==> config.mk <==
export PLATFORM = sky130hd
export DESIGN_NAME = dfc_cell
export DESIGN_NICKNAME = d
export VERILOG_FILES = /design/src/rtl/dfc_pkg.sv /design/src/rtl/dfc_sat_add.sv /design/src/rtl/dfc_corr_lut.sv /design/src/rtl/dfc_cell.sv
export SDC_FILE = /design/constraint.sdc
export NUM_CORES = 1
export LEC_CHECK = 0
export BUFFER_PORTS_ARGS = -buffer_cell sky130_fd_sc_hd__buf_2
export CAP_MARGIN = 20
export CORE_AREA = 2 2 77 79
export DETAILED_ROUTE_END_ITERATION = 8
export DIE_AREA = 0 0 79 81
export PLACE_DENSITY = 0.9
export RECOVER_POWER = 25
export SLEW_MARGIN = 25
export SYNTH_ARGS = -nofsm -noshare
export SYNTH_HDL_FRONTEND = slang
export SYNTH_SLANG_ARGS = --single-unit
==> constraint.sdc <==
create_clock -name clk -period 1 [get_ports clk]
set_clock_uncertainty 0.05 [all_clocks]
set_input_delay 0.15 -clock clk [delete_from_list [all_inputs] [get_ports clk]]
set_output_delay 0.15 -clock clk [all_outputs]
set_load 0.05 [all_outputs]
==> src/rtl/dfc_pkg.sv <==
package dfc_pkg;
  // fractional bits of every value
  localparam int FRAC = 2;
  // correction thresholds on |d| (0.75 and 2.0)
  localparam int CORR_T_LO = (3 << FRAC) / 4;
  localparam int CORR_T_HI = 2 << FRAC;
  // correction levels (0.75, 0.5, 0.25)
  localparam int CORR_V0 = (3 << FRAC) / 4;
  localparam int CORR_V1 = (1 << FRAC) / 2;
  localparam int CORR_V2 = (1 << FRAC) / 4;
  localparam int CORR_W  = $clog2(CORR_V0 + 1);
endpackage

==> src/rtl/dfc_sat_add.sv <==
module dfc_sat_add #(
  parameter int W = 9
) (
  input  logic [W-1:0] a,
  input  logic [W-1:0] b,
  output logic [W-1:0] s
);
  logic [W:0] full;
  logic       ovf;

  always_comb begin
    full = {a[W-1], a} + {b[W-1], b};
    ovf  = full[W] ^ full[W-1];
    if (ovf) s = full[W] ? {1'b1, {(W-1){1'b0}}} : {1'b0, {(W-1){1'b1}}};
    else     s = full[W-1:0];
  end
endmodule

==> src/rtl/dfc_corr_lut.sv <==
module dfc_corr_lut
  import dfc_pkg::*;
#(
  parameter int IW        = 9,
  parameter bit SIGNED_IN = 1'b1
) (
  input  logic [IW-1:0]     d,
  output logic [CORR_W-1:0] c
);
  localparam logic [IW:0] LIM_LO = (IW+1)'(CORR_T_LO);
  localparam logic [IW:0] LIM_HI = (IW+1)'(CORR_T_HI);

  logic [IW:0]       ext;
  logic [IW:0]       mag;
  logic [CORR_W-1:0] lvl;

  always_comb begin
    ext = {d[IW-1], d};
    mag = d[IW-1] ? (~ext + 1'b1) : ext;
    if (mag == '0)          lvl = CORR_W'(CORR_V0);
    else if (mag <= LIM_LO) lvl = CORR_W'(CORR_V1);
    else if (mag <= LIM_HI) lvl = CORR_W'(CORR_V2);
    else                    lvl = '0;
  end

  generate
    if (SIGNED_IN) begin : g_signed
      assign c = lvl;
    end else begin : g_unsigned
      assign c = d[IW-1] ? '0 : lvl;
    end
  endgenerate
endmodule

==> src/rtl/dfc_cell.sv <==
module dfc_cell
  import dfc_pkg::*;
#(
  parameter int DW = 9
) (
  input  logic          clk,
  input  logic          rst_n,
  input  logic          en,
  input  logic          sel,
  input  logic          byp1,
  input  logic          byp2,
  input  logic [DW-1:0] x,
  input  logic [DW-1:0] y,
  input  logic [DW-1:0] v,
  input  logic [DW-1:0] w,
  output logic [DW-1:0] z
);
  localparam int AW = DW + 2;

  logic [DW-1:0]     sum1, sum2, base;
  logic [DW:0]       diff;
  logic [CORR_W-1:0] cu, cd, cs;
  logic [AW-1:0]     acc;
  logic              ovf;
  logic [DW-1:0]     z_d, z_q;

  dfc_sat_add #(.W(DW)) u_add1 (.a(x), .b(y), .s(sum1));
  dfc_sat_add #(.W(DW)) u_add2 (.a(v), .b(w), .s(sum2));

  assign diff = {sum1[DW-1], sum1} - {sum2[DW-1], sum2};

  dfc_corr_lut #(.IW(DW),   .SIGNED_IN(1'b0)) u_lut_u (.d(sum1), .c(cu));
  dfc_corr_lut #(.IW(DW+1), .SIGNED_IN(1'b1)) u_lut_d (.d(diff), .c(cd));
  dfc_corr_lut #(.IW(DW),   .SIGNED_IN(1'b1)) u_lut_s (.d(sum2), .c(cs));

  // next-state logic
  always_comb begin
    if (sel) base = sum2[DW-1] ? x : y;
    else     base = diff[DW] ? sum2 : sum1;
    acc = {{(AW-DW){base[DW-1]}}, base}
        + (byp1 ? '0 : {{(AW-CORR_W){1'b0}}, cu})
        + (byp2 ? '0 : {{(AW-CORR_W){1'b0}}, cd})
        - (sel  ? {{(AW-CORR_W){1'b0}}, cs} : '0);
    ovf = !((&acc[AW-1:DW-1]) || !(|acc[AW-1:DW-1]));
    if (ovf) z_d = acc[AW-1] ? {1'b1, {(DW-1){1'b0}}} : {1'b0, {(DW-1){1'b1}}};
    else     z_d = acc[DW-1:0];
  end

  // result register
  always_ff @(posedge clk or negedge rst_n) begin
    if (!rst_n)  z_q <= '0;
    else if (en) z_q <= z_d;
  end

  assign z = z_q;
endmodule

==> results.ini, run 1 <==
[synthesis]
synth_area_leaders=ha_1, dfrtp_1, mux2i_1
netlist.area_leader.share_pct=17.8
synth_fp_nets=562
yosysWarningCount=0
syn_area_um2=3510
synth-edff-count=0
ys_types=71
synth_area_per_cell_um2=7.61
syn_inst=462
ys_seq_elements=9
ys.flop_type=dfrtp_1
yosysTopAreaCell=ha_1
yosysSeqAreaShare_pct=6.41
ys_async_sr_fraction_pct=100

[clock_network]
post_cts_buffers=41
clockBufferDepth=2
cts.sink_count=9
cts_max_level=1
ctsResizeCount=60
cts_root_buffer=clkbuf_8
cts_buffers=3
cts_hold_buffers=1

[place]
dpl.hpwl_mm=11.3
port_buffers=50
gp_congestion=1.07
pre_cts_ws_ns=-6.68

[floorplanning]
fp.dieH_um=81
start_util_pct=61.9
std_cell_rows=28
pin_count=51
die_w_um=79

[run_status]
status=aborted with a tool error
stop_error=[ERROR DPL-0033] detailed placement checks failed during check placement.
haltStage=clock tree synthesis (4_1_cts)

==> cells in the mapped netlist, types with 6 or more instances <==
library cell  count
inv_1            36
nand2_1          29
and2_1            6
o21a_1           12
nand2b_1         10
a21oi_1          31
o21ai_0          28
fa_1              8
o21ai_1          12
a21o_1            9
xor2_1           10
xnor2_1          13
dfrtp_1           9
clkbuf_1          6
nor2_1           42
ha_1             50
a211oi_1         10
nor3_1            8
mux2i_1          21
mux2_2            7
==> through the flow <==
step                      instances  cell area [um^2]  util (%)
after global placement          725              5010      88.2
after detailed placement        725              5010      88.2
after floorplan                 462              3600         -
==> logic make-up after synthesis <==
logic type      after synthesis  share of synthesized area [%]
compound gates              159                           31.8
simple gates                137                           20.1
fa+ha+maj                    58                           22.4
buf+inv                      48                           5.38
mux                          28                           8.22
xor+xnor                     23                           5.73
flops                         9                           6.41
==> run 2, diff against run 1 <==
--- a/config.mk
+++ b/config.mk
@@ -7,10 +7,10 @@
 export LEC_CHECK = 0
 export BUFFER_PORTS_ARGS = -buffer_cell sky130_fd_sc_hd__buf_2
 export CAP_MARGIN = 20
-export CORE_AREA = 2 2 77 79
+export CORE_AREA = 2 2 97 99
 export DETAILED_ROUTE_END_ITERATION = 8
-export DIE_AREA = 0 0 79 81
-export PLACE_DENSITY = 0.9
+export DIE_AREA = 0 0 99 101
+export PLACE_DENSITY_LB_ADDON = 0.15
 export RECOVER_POWER = 25
 export SLEW_MARGIN = 25
 export SYNTH_ARGS = -nofsm -noshare
==> run 2 against run 1 <==
The flow now finishes, with violations (negative setup slack). Synthesized area stayed put. Synthesized cell count did not move.
==> results.ini, run 2 <==
[run_status]
status=finished with violations  ; was aborted with a tool error
violations=negative setup slack

[power]
switching_share_pct=48.0
peakVddDrop_mv=2.00
p_int_w=0.0115
clockPowerShare_pct=2.0
comb_power_share_pct=94.7
leakagePower_nw=2.71
p_per_area_nw_per_um2=3890
power.share.sequential_pct=3.3
p_sw_w=0.0106

[worst_setup_path]
r2r_cells=3
worstReg2RegStart=z[5]$_DFFE_PN0P_
r2r_slack_ns=0.10
cp.depth=36
worst_path_max_delay_cell=fa_1
cp-start-kind=input port
worstSetupEndpointType=flop
required_ns=1.09
crit_path_max_incr_delay_ns=0.51
crit_buf_inv=4
r2r_end=z[5]$_DFFE_PN0P_
crit_family=compound AO/OA/AOI/OAI gates
worstPathMaxFanout=8
worstSetupPathType=input port to flop
cp.arrival_ns=7.02

[timing]
min_period_over_period_pct=692
finalCriticalPeriod_ns=6.92
slew_headroom_pct=47.9
setup-violations-final=9
finalHoldViolCount=0
final-max-slew-violation-count=0
tightestPinTransition_ns=0.762
worst_slack_ns=-5.92
rsz0062_at_grt=yes
fmax_mhz=144

[synthesis]
ys_async_sr_fraction_pct=100  ; unchanged
yosysTopAreaCell=ha_1  ; unchanged
netlist.area_leader.share_pct=17.8  ; unchanged
yosysWarningCount=0  ; unchanged
yosysSeqAreaShare_pct=6.41  ; unchanged
ys.flop_type=dfrtp_1  ; unchanged
synth_area_leaders=ha_1, dfrtp_1, mux2i_1  ; unchanged
synth-edff-count=0  ; unchanged
ys_seq_elements=9  ; unchanged
yosysMostFrequentCell=ha_1  ; unchanged
ys_types=71  ; unchanged
syn_inst=462  ; unchanged
synth_commonest_cells=ha_1, nor2_1, inv_1  ; unchanged
synth_area_per_cell_um2=7.61  ; unchanged
synth_fp_nets=562  ; unchanged
syn_area_um2=3510  ; unchanged

[clock_network]
cts_root_buffer=clkbuf_8  ; unchanged
cts_max_level=1  ; unchanged
clockBufferDepth=2  ; unchanged
clk_latency_ns=0.24
path_clk_slew_ns=0.05
cts_buffers=3  ; unchanged
cts_tree=built
cts.sink_count=9  ; unchanged

[floorplanning]
coreArea_um2=8980
std_cell_rows=35  ; was 28
dieArea_um2=10000
die_w_um=99  ; was 79 um
fp.dieH_um=101  ; was 81 um
start_util_pct=39.1  ; was 61.9%
pin_count=51  ; unchanged

[route]
dr.pass1.iters=4
vias=4247
routed_wl_mm=10.8
vias_per_cell=5.30
wire_per_inst_um=13.5
drt_iter0_drc=105
ant_nets=0
drcViolationCount=0

[place]
pre_cts_ws_ns=-6.54  ; was -6.68 ns
dp_cells=779  ; was 725
dpl.hpwl_mm=9.01  ; was 11.3 mm
gp_congestion=0.903  ; was 1.07
port_buffers=50  ; unchanged

[global_route]
grt_pass1_wl_mm=17.9
antenna_found_initial=0
grt_overflow_total=0
grt_pass1_vias=4177
track_usage_pct=21.2
grt_max_degree=15

[final_layout]
final_cell_mix=buf_4, ha_1, buf_2, nor2_1, inv_1
drive_above_1_share_pct=45.5
nFillCells=822
num_antenna_cells=0
largest_register_ffs=9
final_nets=791
instances_no_fill=801
layout.cells.most_common=buf_4
area_delta_synth_final_pct=61.2

[min_path]
hp-class=input port to asynchronous set/reset pin

[flow_run]
drv_cap=0

-- run 2: routing by layer --
layer,GRT usage [%],wire (um),part of all wire (%)
met5,0,0,0
met4,7.59,338,3.1
met3,0.624,262,2.4
met2,39.9,5350,49
met1,25.6,4860,45
-- run 2: area by class of cell --
type / count / area [um^2] / area share, %
clock buffer: 4 / 45.0 / 0.795
inverter: 37 / 139 / 2.45
multi-input combinational: 405 / 3400 / 60.0
sequential: 9 / 225 / 3.98
tap: 111 / 139 / 2.45
timing repair buffer: 235 / 1720 / 30.4
-- run 2: repair_timing --
item,4_1_cts,5_1_grt
hold buffers,1,0
pin swaps,10,17
endpoints found under the hold margin,9,0
cloned,0,0
gates resized for setup,39,39
setup buffers,9,8
setup endpoints to repair,18,13
-- run 2: power by group through the flow --
stage | clock network [W] | registers [W] | logic, W
6_report | 0.000432 | 0.000734 | 0.0209
2_1_floorplan | 0 | 0.00136 | 0.0109
5_1_grt | 0.000452 | 0.000760 | 0.0230
4_1_cts | 0.000431 | 0.000732 | 0.0195
3_3_place_gp | 0 | 0.000677 | 0.0182
3_5_place_dp | 0 | 0.000699 | 0.0184
-- run 2: cells by family (layout without fill, tap and decap cells) --
group	Yosys count	after routing	synth area share, %
mux	28	28	8.22
xor+xnor	23	23	5.73
flops	9	9	6.41
compound gates	159	159	31.8
buf+inv	48	276	5.38
simple gates	137	137	20.1
fa+ha+maj	58	58	22.4
-- run 2: metrics by stage --
stage	total power (W)	hold WS, ns	cell area [um^2]	util, %	TNS, ns
after CTS	0.0207	0.237	5440	60.6	-53.22
final	0.0221	0.327	5670	63.1	-52.67
after detailed placement	0.0191	-0.0435	5190	57.8	-57.75
after floorplan	0.0123	-0.196	3600	-	-53.79
after global placement	0.0188	-0.0515	5190	57.8	-56.83
after global routing	0.0243	0.363	5670	63.1	-56.32
-- run 2: worst max path at each step --
| stage | from | endpoint | slack, ns |
|---|---|---|---|
| floorplan | v[0] | z[0]$_DFFE_PN0P_ | -6.05 |
| global placement | v[0] | z[0]$_DFFE_PN0P_ | -6.36 |
| detailed placement | y[0] | z[5]$_DFFE_PN0P_ | -6.54 |
| CTS | v[0] | z[2]$_DFFE_PN0P_ | -5.99 |
| global route | y[0] | z[6]$_DFFE_PN0P_ | -6.34 |
| finish | v[0] | z[3]$_DFFE_PN0P_ | -5.92 |
No activity file was read; power rests on OpenSTA's default activity.
